==> config.mk <==
export PLATFORM = sky130hd
export DESIGN_NAME = rtc_calendar_regs
export DESIGN_NICKNAME = d
export VERILOG_FILES = /design/src/rtl/rtc_cal_pkg.sv /design/src/rtl/rtc_bus_decode.sv /design/src/rtl/rtc_month_len.sv /design/src/rtl/rtc_cal_advance.sv /design/src/rtl/rtc_calendar_regs.sv
export SDC_FILE = /design/constraint.sdc
export NUM_CORES = 1
export LEC_CHECK = 0
export BUFFER_PORTS_ARGS = -buffer_cell sky130_fd_sc_hd__buf_2
export CAP_MARGIN = 20
export CELL_PAD_IN_SITES_DETAIL_PLACEMENT = 1
export CELL_PAD_IN_SITES_GLOBAL_PLACEMENT = 1
export CORE_ASPECT_RATIO = 0.9
export CORE_MARGIN = 1.5
export CORE_UTILIZATION = 24
export CTS_CLUSTER_DIAMETER = 60
export DETAILED_ROUTE_END_ITERATION = 10
export MAX_ROUTING_LAYER = met4
export PLACE_DENSITY_LB_ADDON = 0.25
export SETUP_SLACK_MARGIN = 0.05
export SKIP_LAST_GASP = 1
export SLEW_MARGIN = 20
export SYNTH_ARGS = -nofsm -noshare
export SYNTH_HDL_FRONTEND = slang
export SYNTH_HIERARCHICAL = 1
export SYNTH_SLANG_ARGS = --single-unit
==> constraint.sdc <==
create_clock -name clk_i -period 3.65 [get_ports clk_i]
set_input_delay 0.9125 -clock clk_i [delete_from_list [all_inputs] [get_ports clk_i]]
set_output_delay 0.9125 -clock clk_i [all_outputs]
set_load 0.01 [all_outputs]
==> src/rtl/rtc_cal_pkg.sv <==
package rtc_cal_pkg;

  typedef struct packed {
    logic [7:0] cent;
    logic [7:0] year;
    logic [7:0] month;
    logic [7:0] date;
    logic [7:0] wday;
    logic [7:0] hour;
    logic [7:0] minute;
    logic [7:0] second;
  } cal_t;

  localparam cal_t CAL_RESET = '{cent: 8'h20, year: 8'h00, month: 8'h01, date: 8'h01,
                                 wday: 8'h01, hour: 8'h00, minute: 8'h00, second: 8'h00};

  localparam logic [3:0] OFF_CTRL = 4'h8;
  localparam logic [3:0] OFF_SEC  = 4'h9;
  localparam logic [3:0] OFF_MIN  = 4'hA;
  localparam logic [3:0] OFF_HOUR = 4'hB;
  localparam logic [3:0] OFF_WDAY = 4'hC;
  localparam logic [3:0] OFF_DATE = 4'hD;
  localparam logic [3:0] OFF_MON  = 4'hE;
  localparam logic [3:0] OFF_YEAR = 4'hF;

  // BCD increment with wrap from last to first
  function automatic logic [7:0] bcd_next(input logic [7:0] v, input logic [7:0] last,
                                          input logic [7:0] first);
    if (v == last) return first;
    if (v[3:0] >= 4'd9) return {v[7:4] + 4'd1, 4'd0};
    return {v[7:4], v[3:0] + 4'd1};
  endfunction

endpackage

==> src/rtl/rtc_bus_decode.sv <==
module rtc_bus_decode #(
  parameter int ADDR_W = 19,
  parameter int OFF_W  = 4
) (
  input  logic              req_i,
  input  logic              we_i,
  input  logic              pfail_i,
  input  logic [ADDR_W-1:0] addr_i,
  output logic [OFF_W-1:0]  off_o,
  output logic              clk_wr_o,
  output logic              clk_rd_o,
  output logic              sram_en_o
);
  logic hit, live;

  assign hit       = &addr_i[ADDR_W-1:OFF_W];
  assign live      = req_i & ~pfail_i;
  assign off_o     = addr_i[OFF_W-1:0];
  assign clk_wr_o  = live & hit & we_i;
  assign clk_rd_o  = live & hit & ~we_i;
  assign sram_en_o = live & ~hit;
endmodule

==> src/rtl/rtc_month_len.sv <==
module rtc_month_len (
  input  logic [7:0] month_i,
  input  logic [7:0] year_i,
  input  logic [4:0] cent_lo_i,
  output logic [7:0] last_o
);
  logic [1:0] ymod, cmod;
  logic       leap;

  // BCD value mod 4 = (2*tens + ones) mod 4
  assign ymod = {year_i[4], 1'b0} + year_i[1:0];
  assign cmod = {cent_lo_i[4], 1'b0} + cent_lo_i[1:0];
  assign leap = (year_i == 8'h00) ? (cmod == 2'd0) : (ymod == 2'd0);

  always_comb begin
    unique case (month_i)
      8'h02:                      last_o = leap ? 8'h29 : 8'h28;
      8'h04, 8'h06, 8'h09, 8'h11: last_o = 8'h30;
      default:                    last_o = 8'h31;
    endcase
  end
endmodule

==> src/rtl/rtc_cal_advance.sv <==
module rtc_cal_advance
  import rtc_cal_pkg::*;
(
  input  cal_t cur_i,
  output cal_t nxt_o
);
  localparam int N_TOD = 3;
  localparam logic [N_TOD*8-1:0] TOD_LAST = {8'h23, 8'h59, 8'h59};

  logic [N_TOD-1:0][7:0] tod_cur, tod_nxt;
  logic [N_TOD-1:0]      tod_end;
  logic [7:0]            last_date;
  logic                  day_roll, mon_roll, yr_roll, cen_roll;

  assign tod_cur[0] = cur_i.second;
  assign tod_cur[1] = cur_i.minute;
  assign tod_cur[2] = cur_i.hour;

  for (genvar i = 0; i < N_TOD; i++) begin : g_tod
    logic en;
    if (i == 0) begin : g_first
      assign en = 1'b1;
    end else begin : g_rest
      assign en = &tod_end[i-1:0];
    end
    assign tod_end[i] = (tod_cur[i] == TOD_LAST[i*8 +: 8]);
    assign tod_nxt[i] = en ? bcd_next(tod_cur[i], TOD_LAST[i*8 +: 8], 8'h00) : tod_cur[i];
  end

  rtc_month_len u_mlen (
    .month_i  (cur_i.month),
    .year_i   (cur_i.year),
    .cent_lo_i(cur_i.cent[4:0]),
    .last_o   (last_date)
  );

  assign day_roll = &tod_end;
  assign mon_roll = day_roll && (cur_i.date == last_date);
  assign yr_roll  = mon_roll && (cur_i.month == 8'h12);
  assign cen_roll = yr_roll && (cur_i.year == 8'h99);

  always_comb begin
    nxt_o.second = tod_nxt[0];
    nxt_o.minute = tod_nxt[1];
    nxt_o.hour   = tod_nxt[2];
    nxt_o.wday   = !day_roll ? cur_i.wday : ((cur_i.wday == 8'h07) ? 8'h01 : cur_i.wday + 8'h01);
    nxt_o.date   = day_roll ? bcd_next(cur_i.date, last_date, 8'h01) : cur_i.date;
    nxt_o.month  = mon_roll ? bcd_next(cur_i.month, 8'h12, 8'h01) : cur_i.month;
    nxt_o.year   = yr_roll  ? bcd_next(cur_i.year, 8'h99, 8'h00) : cur_i.year;
    nxt_o.cent   = cen_roll ? bcd_next(cur_i.cent, 8'h39, 8'h00) : cur_i.cent;
  end
endmodule

==> src/rtl/rtc_calendar_regs.sv <==
module rtc_calendar_regs
  import rtc_cal_pkg::*;
#(
  parameter int ADDR_W = 19
) (
  input  logic              clk_i,
  input  logic              rst_ni,
  input  logic              tick_i,
  input  logic              pfail_i,
  input  logic              req_i,
  input  logic              we_i,
  input  logic [ADDR_W-1:0] addr_i,
  input  logic [7:0]        wdata_i,
  output logic [7:0]        rdata_o,
  output logic              sram_en_o
);
  localparam int OFF_W = 4;

  logic [OFF_W-1:0] off;
  logic             clk_wr, clk_rd, ctrl_wr, load_w;
  logic             wr_halt_q, rd_halt_q, osc_stop_q;
  cal_t             int_q, int_d, ext_q, ext_d, adv;

  rtc_bus_decode #(.ADDR_W(ADDR_W), .OFF_W(OFF_W)) u_dec (
    .req_i    (req_i),
    .we_i     (we_i),
    .pfail_i  (pfail_i),
    .addr_i   (addr_i),
    .off_o    (off),
    .clk_wr_o (clk_wr),
    .clk_rd_o (clk_rd),
    .sram_en_o(sram_en_o)
  );

  rtc_cal_advance u_adv (
    .cur_i(int_q),
    .nxt_o(adv)
  );

  assign ctrl_wr = clk_wr && (off == OFF_CTRL);
  assign load_w  = ctrl_wr && wr_halt_q && !wdata_i[7];

  always_comb begin
    int_d = int_q;
    if (load_w) begin
      int_d      = ext_q;
      int_d.cent = {2'b00, wdata_i[5:0]};
    end else if (tick_i && !osc_stop_q) begin
      int_d = adv;
    end
  end

  always_comb begin
    ext_d = ext_q;
    if (wr_halt_q) begin
      if (clk_wr) begin
        unique case (off)
          OFF_CTRL: ext_d.cent   = {2'b00, wdata_i[5:0]};
          OFF_SEC:  ext_d.second = {1'b0, wdata_i[6:0]};
          OFF_MIN:  ext_d.minute = wdata_i;
          OFF_HOUR: ext_d.hour   = wdata_i;
          OFF_WDAY: ext_d.wday   = wdata_i;
          OFF_DATE: ext_d.date   = wdata_i;
          OFF_MON:  ext_d.month  = wdata_i;
          OFF_YEAR: ext_d.year   = wdata_i;
          default: ;
        endcase
      end
    end else if (!rd_halt_q) begin
      ext_d = int_q;
    end
  end

  always_ff @(posedge clk_i or negedge rst_ni) begin
    if (!rst_ni) begin
      int_q      <= CAL_RESET;
      ext_q      <= CAL_RESET;
      wr_halt_q  <= 1'b0;
      rd_halt_q  <= 1'b0;
      osc_stop_q <= 1'b0;
    end else begin
      int_q <= int_d;
      ext_q <= ext_d;
      if (ctrl_wr) begin
        wr_halt_q <= wdata_i[7];
        rd_halt_q <= wdata_i[6];
      end
      if (clk_wr && (off == OFF_SEC)) osc_stop_q <= wdata_i[7];
    end
  end

  always_comb begin
    rdata_o = 8'h00;
    if (clk_rd) begin
      unique case (off)
        OFF_CTRL: rdata_o = {wr_halt_q, rd_halt_q, ext_q.cent[5:0]};
        OFF_SEC:  rdata_o = {osc_stop_q, ext_q.second[6:0]};
        OFF_MIN:  rdata_o = ext_q.minute;
        OFF_HOUR: rdata_o = ext_q.hour;
        OFF_WDAY: rdata_o = ext_q.wday;
        OFF_DATE: rdata_o = ext_q.date;
        OFF_MON:  rdata_o = ext_q.month;
        OFF_YEAR: rdata_o = ext_q.year;
        default:  rdata_o = 8'h00;
      endcase
    end
  end
endmodule

# Word-level counts from Yosys, hierarchy flattened
# Cells that the tools add are included.
word_totals:
  register_bits: 129
  in_bits: 33
op_classes:
  n_addsub: 17
  order_cmp: 7
  eq_ne: 31
  muxes: 75
  bitwise_logic: 8
  n_reduce_logical: 52
op_table:
  columns: ["op", "n"]
  rows:
  - ["$mux W8", 44]
  - ["$mux W62", 3]
  - ["$mux W64", 2]
  - ["$pmux W8 S8", 1]
  - ["$add A4 B1 Y4 const B", 14]
  - ["$reduce_and A3 Y1", 15]
  - ["$eq A4 B4 Y1 const B", 8]
  - ["$ge A4 B4 Y1 const B", 7]
  - ["$eq A8 B3 Y1 const B", 3]
  - ["$mux W1", 23]
  - ["$reduce_bool A3 Y1", 7]
  - ["$eq A8 B5 Y1 const B", 2]
  - ["$eq A8 B6 Y1 const B", 2]
  - ["$eq A8 B7 Y1 const B", 2]
  - ["$ne A2 B1 Y1 const B", 8]
  - ["$reduce_and A2 Y1", 8]
  - ["$reduce_and A15 Y1", 1]
  - ["$reduce_bool A2 Y1", 7]
  - ["$pmux W5 S2", 1]
  - ["$add A8 B1 Y8 const B", 1]
  - ["$eq A8 B2 Y1 const B", 1]
  - ["$eq A8 B4 Y1 const B", 1]
  - ["$eq A8 B6 Y1", 1]
  - ["$eq A8 B8 Y1 const B", 1]
  - ["10 further kinds", 27]

# Longest topological paths before layout
# Gate-level depths: netlist of the first run.
logic_depth:
  word_depth: 13
  ltp_mapped: 12
  depth_no_buf: 11

# Cells and area by module
# Netlist of the first run, hierarchy kept.
modules_own_cells:
  columns: ["module", "instances", "cells_each", "area_per_inst_um2", "seq_area_each_um2"]
  rows:
  - ["rtc_calendar_regs", 1, 695, 6934.2, 3238.1]
  - ["rtc_cal_advance", 1, 301, 2048.2, 0.0]
  - ["rtc_month_len", 1, 23, 163.9, 0.0]
  - ["rtc_bus_decode", 1, 12, 102.6, 0.0]

# Worst setup path before layout of the first run
# No wires, ideal clock.
synth_path:
  kind: "input -> output"
  startpoint: "input port addr_i[1]"
  endpoint: "output port rdata_o[7]"
  arrival_ns: 2.112
  required_ns: 2.738
  slack_ns: 0.625
  stages: 8
  n_path_buf: 4
  cell_sequence: "buf_4 buf_4 buf_2 buf_2 nand3b_1 a21oi_1 a2111oi_0 nor2_1"
synth_via:
  elab_chain_len: 3
  word_cells_on_any_way: 10
  cone_classes: "eq/ne: 8; mux: 2"
synth_rtl:
  columns: ["item", "line", "source"]
  rows:
  - ["start, declared", "rtc_calendar_regs.sv:12", "input logic [ADDR_W-1:0] addr_i,"]
  - ["$eq A4 B4 Y1", "rtc_calendar_regs.sv:95", "unique case (off)"]
  - ["$pmux W8 S8 *", "rtc_calendar_regs.sv:95", null]
  - ["$mux W8 *", "rtc_calendar_regs.sv:94", "if (clk_rd) begin"]
  - ["end, declared", "rtc_calendar_regs.sv:14", "output logic [7:0] rdata_o,"]
# Mark *: on every way between the ends. The rest lies on a longest branch, timed or not.

# Worst setup path after layout of the first run
layout_path:
  startpoint: "input port addr_i[0]"
  endpoint: "output port rdata_o[0]"
# Same word-level chain as after synthesis.

==> impl_metrics.yaml, run 1 <==
status:
  status: "finished clean"
placed_design:
  dp_slack_ns: 0.1983
  gp_congestion: 0.8475
  dpl_cell_area_mm2: 0.01000
  numPortBuffers: 41
  placed_cells: 1515
  hpwl_mm: 22.42
clock_tree:
  cts_tree: "done"
  path_clk_slew_ns: 0.07
  numCtsBuffers: 17
  clock-sinks: 129
  htreeDepth: 4
  cts_repair_resize_count: 0
  clockBufferDepth: 2
  cts_setup_buffers: 0
  root_buffer: "clkbuf_16"
  cts_hold_buf: 0
  worst_skew_pair.late_latency_ns: 0.44
floorplan:
  initial_core_util_pct: 24.21
  io_pins: 42
  row_count: 68
  core_mm2: 0.03820
  die_y_um: 189.2
  die_width_um: 209.9
  die_area_mm2: 0.03973
synthesis:
  synthTopCellsByCount: "dfrtp_1 (121), nor2_1 (121), a22oi_1 (102)"
  synth_top_area_share_pct: 32.74
  netlist_top_cells_area: "dfrtp_1 (33%), mux2i_1 (10%), a22oi_1 (8.3%), nor2_1 (4.9%), ha_1 (4.7%)"
  synth.distinct_cells: 75
  synthFlopType: "dfrtp_1"
  synth.largest_area_cell: "dfrtp_1"
  synth_area_mm2: 0.009249
  synth_edf_count: 0
  synth_seq_area_share_pct: 35.01
  async_reset_ff_share_pct: 100.0
  synth_warnings: 6
  synthCells: 1031
  syn_avg_cell_area_um2: 8.971
  synth_seq_cells: 129
setup_path:
  r2r_cells: 13
  crit_required_ns: 2.74
  critPathMaxFanout: 25
  crit_start: "addr_i[0]"
  cp_data_arrival_time_ns: 2.52
  worst-setup-path-type: "input port to primary output"
  critPathCaptureType: "primary output"
  start_kind: "input port"
  worstReg2RegStart: "int_q[51]$_DFFE_PN0P_"
sta:
  fmax_ghz: 0.2916
  drv_slew: 0
  slew_headroom_pct: 49.80
  holdWs_ns: 0.4943
  finalSetupTns_ns: 0
  setup_viol: 0
  hold_violations: 0
  rsz0062_at_grt: "no"
  worst_pin_slew_ns: 0.7530
  post-route-period-util_pct: 93.97
  fin_skew_ns: 0.01489
  setup_slack_ns: 0.2203
  fin_crit_ns: 3.430
final_layout:
  synthToLayoutAreaGrowth_pct: 15.07
  layout-drive-gt1-share_pct: 14.95
  stdcell_count: 1547
  final_cell_area_mm2: 0.01064
  finalNetCount: 1112
  regArea_mm2: 0.003238
  multi_input_area_mm2: 0.005567
  diodes: 0
  fillers: 4430
route:
  drcViolationCount: 0
  drt_iter0_drc: 468
  viasPerCell: 5.290
  post_drt_wl_per_cell_um: 21.12
  dr.pass1.iters: 5
  ant_nets: 0
  vias: 8184
  wl_mm: 32.67
pwr:
  switching_share_pct: 32.02
  netSwitchingPower_mw: 1.539
  pwr-share-clk_pct: 40.1
  p_seq_share_pct: 40.2
  p_leak_nw: 4.674
  ir_worst_vdd_uv: 325.0
  combPwrFrac_pct: 19.6
  p_per_area_mw_per_mm2: 451.6
  internal_power_mw: 3.267
grt:
  grt_max_degree: 69
  grt_pass1_vias: 8420
  track_usage_pct: 17.29
  antenna_found_initial: 0
  overflow: 0
  grt_pass1_wl_mm: 51.49
job:
  maxCapViolations: 0
worst_hold_path:
  hp-class: "input port to asynchronous set/reset pin"
==> worst max-delay path, stage by stage <==
cell and delay (ns):
buf_2 0.45, nor2b_1 0.29, a22oi_1 0.17, o22a_1 0.24, a21oi_1 0.25, buf_2 0.19
==> stage by stage <==
stage          power, mW  utilization (%)
3_5_place_dp       2.912            26.18
2_1_floorplan      2.537                -
4_1_cts            4.871            27.86
6_report           4.806            27.86
3_3_place_gp       2.884            26.18
5_1_grt            5.059            27.86
==> registers in the layout (all words and copies together), names as in the netlist <==
| register | flops |
|---|---|
| ext_q | 62 |
| rd_halt_q | 1 |
| wr_halt_q | 1 |
| osc_stop_q | 1 |
| int_q | 64 |
==> layout by cell type (no fill, tap or decap), types with 24 or more instances in the layout <==
cell     count
dfrtp_1    121
nor2_1     119
a22oi_1    102
mux2i_1     93
a21oi_1     80
o21ai_0     69
nand2_1     42
buf_2       40
ha_1        35
inv_1       29
buf_4       27
nand3_1     24
==> cells by family (layout without fill, tap and decap cells) <==
group,after synthesis,after routing,synth area share (%)
compound gates,325,325,23.44
simple gates,297,297,17.22
flops,129,129,35.01
buf+inv,109,132,5.235
mux,105,105,11.53
fa+ha+maj,35,35,4.735
xor+xnor,29,29,2.746
other cells,2,5,0.08120
==> power groups by stage <==
stage,Combinational [mW],Sequential (mW),Clock (mW)
final,0.943,1.93,1.93
after global routing,1.07,1.96,2.02
after CTS,0.955,1.94,1.98
after detailed placement,0.950,1.96,0
after global placement,0.924,1.96,0
after floorplan,0.720,1.82,0
==> per-layer routing <==
metal | part of all wire [%] | vias up | wire length [um] | global-route usage (%)
met1 | 50 | 4150 | 16250 | 24.15
met3 | 3.7 | 22 | 1197 | 2.604
met4 | 1.2 | 0 | 380 | 3.652
li1 | - | 3836 | - | -
met5 | 0 | - | 0 | -
met2 | 45 | 176 | 14840 | 26.39
==> cell type report <==
| type | count | share of cell area (%) |
|---|---|---|
| Inverter | 29 | 1.023 |
| Clock inverter | 14 | 1.999 |
| Timing Repair Buffer | 71 | 4.456 |
| Multi-Input combinational cell | 796 | 52.30 |
| Clock buffer | 18 | 4.032 |
| Tap cell | 490 | 5.761 |
| Sequential cell | 129 | 30.43 |
==> final timing paths <==
check | end | slack [ns]
worst max-delay path | rdata_o[0] | 0.22
worst min-delay path | ext_q[16]$_DFFE_PN0P_ | 0.49
worst max register to register | int_q[52]$_DFFE_PN0P_ | 0.36
worst min register to register | ext_q[7]$_DFFE_PN0P_ | 0.51
max in group asynchronous | ext_q[61]$_DFFE_PN1P_ | 2.29
min in group clk_i | ext_q[7]$_DFFE_PN0P_ | 0.51
Note: power is estimated with default switching activity, not from simulation.
==> run 2, diff against run 1 <==
CORE_ASPECT_RATIO = 1.75   (was 0.9)
PLACE_DENSITY_LB_ADDON = 0.15   (was 0.25)
==> run 2 against run 1 <==
Net effect: die area increased by 0.11%; power decreased by 0.61%; clock skew decreased by 0.0044 ns; first-iteration DRC count decreased by 28%; global-route usage increased by 1.8 points; worst setup slack improved by 0.035 ns; register-to-register slack about the same; routed wire length increased by 8.2%; critical path type unchanged; final cell count increased by 0.45%; hold slack got worse by 0.049 ns.
==> impl_metrics.yaml, run 2 (synthesis gave the netlist of run 1 again) <==
final_layout:
  regMostFlops: "int_q"
  diodes: 0
  final_cell_mix: "dfrtp_1 (121), nor2_1 (119), a22oi_1 (102)"
  final_common_cell: "dfrtp_1"
  stdcell_count: 1554
  fin_util_pct: 28.05
  top_regs: "int_q (64), ext_q (62)"
  layout-drive-gt1-share_pct: 15.90
  finalNetCount: 1124
  largest_register_ffs: 64
  synthToLayoutAreaGrowth_pct: 15.71
grt:
  grt_max_degree: 77
  grt_pass1_wl_mm: 54.35
  antenna_found_initial: 0
  overflow: 0
  track_usage_pct: 19.04
  grt_pass1_vias: 8495
clock_tree:
  cts_tree: "done"
  clockBufferDepth: 2
  htreeDepth: 4
  clock-sinks: 129
  worst_skew_pair.late_latency_ns: 0.45
  root_buffer: "clkbuf_16"
  cts_setup_buffers: 0
  numCtsBuffers: 17
  cts_repair_resize_count: 0
  path_clk_slew_ns: 0.06
  cts_hold_buf: 0
setup_path:
  critPathMaxFanout: 6
  worst-setup-path-type: "input port to primary output"
  rrSetupSlack_ns: 0.36
  worstReg2RegStart: "int_q[44]$_DFFE_PN0P_"
  crit_start: "addr_i[4]"
  start_kind: "input port"
  critPathCaptureType: "primary output"
  cp_data_arrival_time_ns: 2.48
  crit_required_ns: 2.74
placed_design:
  hpwl_mm: 25.78
  placed_cells: 1522
  gp_congestion: 0.7911
  numPortBuffers: 41
sta:
  fmax_ghz: 0.2945
  fin_skew_ns: 0.01054
  setup_viol: 0
  slew_headroom_pct: 42.36
  post-route-period-util_pct: 93.02
  worst_pin_slew_ns: 0.8646
  drv_slew: 0
  finalSetupTns_ns: 0
  fin_crit_ns: 3.395
  hold_violations: 0
  rsz0062_at_grt: "no"
floorplan:
  initial_core_util_pct: 24.24
  core_mm2: 0.03816
  row_count: 95
  die_width_um: 151.4
  die_area_mm2: 0.03977
  die_y_um: 262.7
  io_pins: 42
pwr:
  p_seq_share_pct: 40.3
  internal_power_mw: 3.231
  switching_share_pct: 32.35
  p_per_area_mw_per_mm2: 446.3
  netSwitchingPower_mw: 1.545
  pwr-share-clk_pct: 39.5
  ir_worst_vdd_uv: 323.3
  p_leak_nw: 4.714
  combPwrFrac_pct: 20.1
route:
  vias: 8072
  drcViolationCount: 0
  ant_nets: 0
  drt_iter0_drc: 339
  dr.pass1.iters: 6
  wl_mm: 35.34
  post_drt_wl_per_cell_um: 22.74
  viasPerCell: 5.194
worst_hold_path:
  hp-class: "input port to asynchronous set/reset pin"
job:
  maxCapViolations: 0
status:
  status: "finished clean"
[run 2: routing by layer]
metal  routed length [um]  GRT usage, %  part of all wire, %  vias up
met4                  726         6.376                  2.1        0
met2                19560         34.41                   55      101
li1                     -             -                    -     3853
met1                14420         21.17                   41     4087
met5                    0             -                    0        -
met3                  629         2.292                  1.8       31
[run 2: worst paths after layout]
check,depth (start not counted),endpoint
setup / recovery,7,rdata_o[0]
hold / removal,1,int_q[62]$_DFFE_PN0P_
setup reg to reg,12,int_q[52]$_DFFE_PN0P_
hold reg to reg,2,ext_q[7]$_DFFE_PN0P_
max in group asynchronous,2,int_q[61]$_DFFE_PN1P_
min in group clk_i,2,ext_q[7]$_DFFE_PN0P_
[run 2: layout make-up]
cell class | instances | area, um2
Clock buffer | 19 | 442.9
Clock inverter | 13 | 186.4
Fill cell | 4388 | 27450
Inverter | 29 | 108.9
Multi-Input combinational cell | 796 | 5567
Sequential cell | 129 | 3238
Tap cell | 485 | 606.8
Timing Repair Buffer | 83 | 551.8
[run 2: critical path: stages]
cell,delay (ns)
buf_2,0.07
nand4_1,0.11
nor4_2,0.37
and4bb_1,0.47
nand2_1,0.18
a21oi_1,0.21
buf_2,0.16
[run 2: stage by stage]
stage | worst slack (ns) | power (mW) | hold slack, ns | area, um2
6_report | 0.2548 | 4.777 | 0.4453 | 10700
5_1_grt | 0.09818 | 5.050 | 0.4741 | 10700
4_1_cts | 0.2429 | 4.854 | 0.4542 | 10700
3_5_place_dp | 0.2493 | 2.934 | 0.5085 | 10070
3_3_place_gp | 0.2656 | 2.910 | 0.5135 | 10070
2_1_floorplan | 0.6253 | 2.537 | 0.4718 | 9260
[run 2: power by group through the flow]
stage	Clock, mW	Sequential (mW)	Combinational (mW)
after floorplan	0	1.82	0.720
after global placement	0	1.96	0.953
after detailed placement	0	1.95	0.982
after CTS	1.94	1.93	0.987
after global routing	1.99	1.97	1.09
final	1.89	1.93	0.962
==> run 3, diff against run 2 <==
CAP_MARGIN = default   (was 20)
CELL_PAD_IN_SITES_DETAIL_PLACEMENT = default   (was 1)
CELL_PAD_IN_SITES_GLOBAL_PLACEMENT = default   (was 1)
clock period = 3.8 ns   (was 3.65 ns; I/O delays follow)
==> run 3 against run 2 <==
Net effect: highest routed layer unchanged; sequential power fell by 4%; critical path depth fell by 2; largest power group is now clock; critical endpoint is now rdata_o[1]; global-route usage fell by 1.4 points.
==> impl_metrics.yaml, run 3 (synthesis gave the netlist of run 1 again) <==
status:
  status: "finished clean"
route:
  viasPerCell: 5.188
  post_drt_wl_per_cell_um: 21.36
  ant_nets: 0
  drt_iter0_drc: 432
  vias: 7990
  dr.pass1.iters: 5
  drcViolationCount: 0
  wl_mm: 32.89
grt:
  grt_max_degree: 69
  track_usage_pct: 17.60
  grt_pass1_wl_mm: 50.54
  overflow: 0
  antenna_found_initial: 1
  grt_pass1_vias: 8002
sta:
  worst_pin_slew_ns: 0.7373
  fmax_ghz: 0.2871
  finalSetupTns_ns: 0
  hold_violations: 0
  post-route-period-util_pct: 91.65
  setup_viol: 0
  slew_headroom_pct: 50.84
  fin_crit_ns: 3.483
  drv_slew: 0
  rsz0062_at_grt: "no"
  fin_skew_ns: 0.01512
placed_design:
  dpl_cell_area_mm2: 0.01000
  hpwl_mm: 23.52
  gp_congestion: 0.8375
  numPortBuffers: 41
final_layout:
  diodes: 0
  finalNetCount: 1111
  largest_register_ffs: 64
  regMostFlops: "int_q"
  final_cell_area_mm2: 0.01065
  layout-drive-gt1-share_pct: 14.79
  fin_util_pct: 27.92
  top_regs: "int_q (64), ext_q (62)"
  final_common_cell: "dfrtp_1"
  final_cell_mix: "dfrtp_1 (121), nor2_1 (119), a22oi_1 (102)"
  fillers: 4084
  synthToLayoutAreaGrowth_pct: 15.18
floorplan:
  initial_core_util_pct: 24.24
  core_mm2: 0.03816
  die_area_mm2: 0.03977
  die_width_um: 151.4
  row_count: 95
  die_y_um: 262.7
  io_pins: 42
setup_path:
  critPathMaxFanout: 30
  crit_required_ns: 2.85
  critPathCaptureType: "primary output"
  cp_data_arrival_time_ns: 2.53
  worst-setup-path-type: "input port to primary output"
  start_kind: "input port"
clock_tree:
  clock-sinks: 129
  path_clk_slew_ns: 0.06
  clockBufferDepth: 2
  htreeDepth: 4
  worst_skew_pair.late_latency_ns: 0.44
  numCtsBuffers: 17
  cts_tree: "done"
  cts_setup_buffers: 0
  cts_repair_resize_count: 0
  root_buffer: "clkbuf_16"
  cts_hold_buf: 0
pwr:
  p_leak_nw: 4.677
  switching_share_pct: 30.98
  p_per_area_mw_per_mm2: 433.2
  internal_power_mw: 3.185
  netSwitchingPower_mw: 1.430
  ir_worst_vdd_uv: 286.3
  combPwrFrac_pct: 19.3
  p_seq_share_pct: 40.3
  pwr-share-clk_pct: 40.5
worst_hold_path:
  hp-class: "input port to asynchronous set/reset pin"
job:
  maxCapViolations: 0
-- run 3: cell types whose count changed in the layout (fill, tap and decap cells not counted) --
cell | before | now
clkbuf_8 | 1 | 3
clkinv_4 | 3 | 0
buf_4 | 40 | 25
bufinv_16 | 4 | 5
clkinvlp_4 | 4 | 3
buf_12 | 2 | 4
-- run 3: worst paths after layout --
| path | from | to | slack [ns] | depth (start not counted) |
|---|---|---|---|---|
| setup / recovery | addr_i[0] | rdata_o[1] | 0.32 | 5 |
| hold / removal | rst_ni | int_q[17]$_DFFE_PN0P_ | 0.48 | 1 |
| setup reg to reg | int_q[40]$_DFFE_PN1P_ | int_q[53]$_DFFE_PN0P_ | 0.62 | 13 |
| hold reg to reg | ext_q[7]$_DFFE_PN0P_ | ext_q[7]$_DFFE_PN0P_ | 0.52 | 2 |
| max in group asynchronous | rst_ni | int_q[61]$_DFFE_PN1P_ | 2.61 | 2 |
| min in group clk_i | ext_q[7]$_DFFE_PN0P_ | ext_q[7]$_DFFE_PN0P_ | 0.52 | 2 |
-- run 3: worst max-delay path, cell delays in order --
cell,delay (ns)
buf_2,0.49
mux2_2,0.40
a222oi_1,0.36
a21oi_1,0.15
buf_2,0.16
-- run 3: metrics by stage --
stage          total power, mW  worst slack (ns)  hold slack [ns]  instances
2_1_floorplan            2.437            0.7003           0.4718       1034
3_3_place_gp             2.775            0.3332           0.4992       1509
3_5_place_dp             2.788            0.3130           0.5050       1509
4_1_cts                  4.682            0.3148           0.4902       1540
5_1_grt                  4.869            0.1003           0.5130       1540
6_report                 4.615            0.3172           0.4786       1540
-- run 3: final cells by class --
cell class	instances	area, um2	area share [%]
multi-input cells	796	5567	52.26
repair buffers	70	479.2	4.498
flip-flops and latches	129	3238	30.40
clock buffers	21	470.5	4.416
inverters	29	108.9	1.022
well taps	485	606.8	5.697
clock inverters	10	182.7	1.715
-- run 3: routing by layer --
layer | GRT usage (%) | share of wire [%]
met1 | 19.22 | 40
met2 | 30.69 | 54
met3 | 2.135 | 1.8
met4 | 9.053 | 4.8
met5 | - | 0
-- run 3: power by group through the flow --
stage          logic [mW]  clock network, mW  registers (mW)
2_1_floorplan       0.691                  0            1.75
3_3_place_gp        0.890                  0            1.89
3_5_place_dp        0.905                  0            1.88
4_1_cts             0.907               1.91            1.86
5_1_grt              1.01               1.96            1.89
6_report            0.889               1.87            1.86
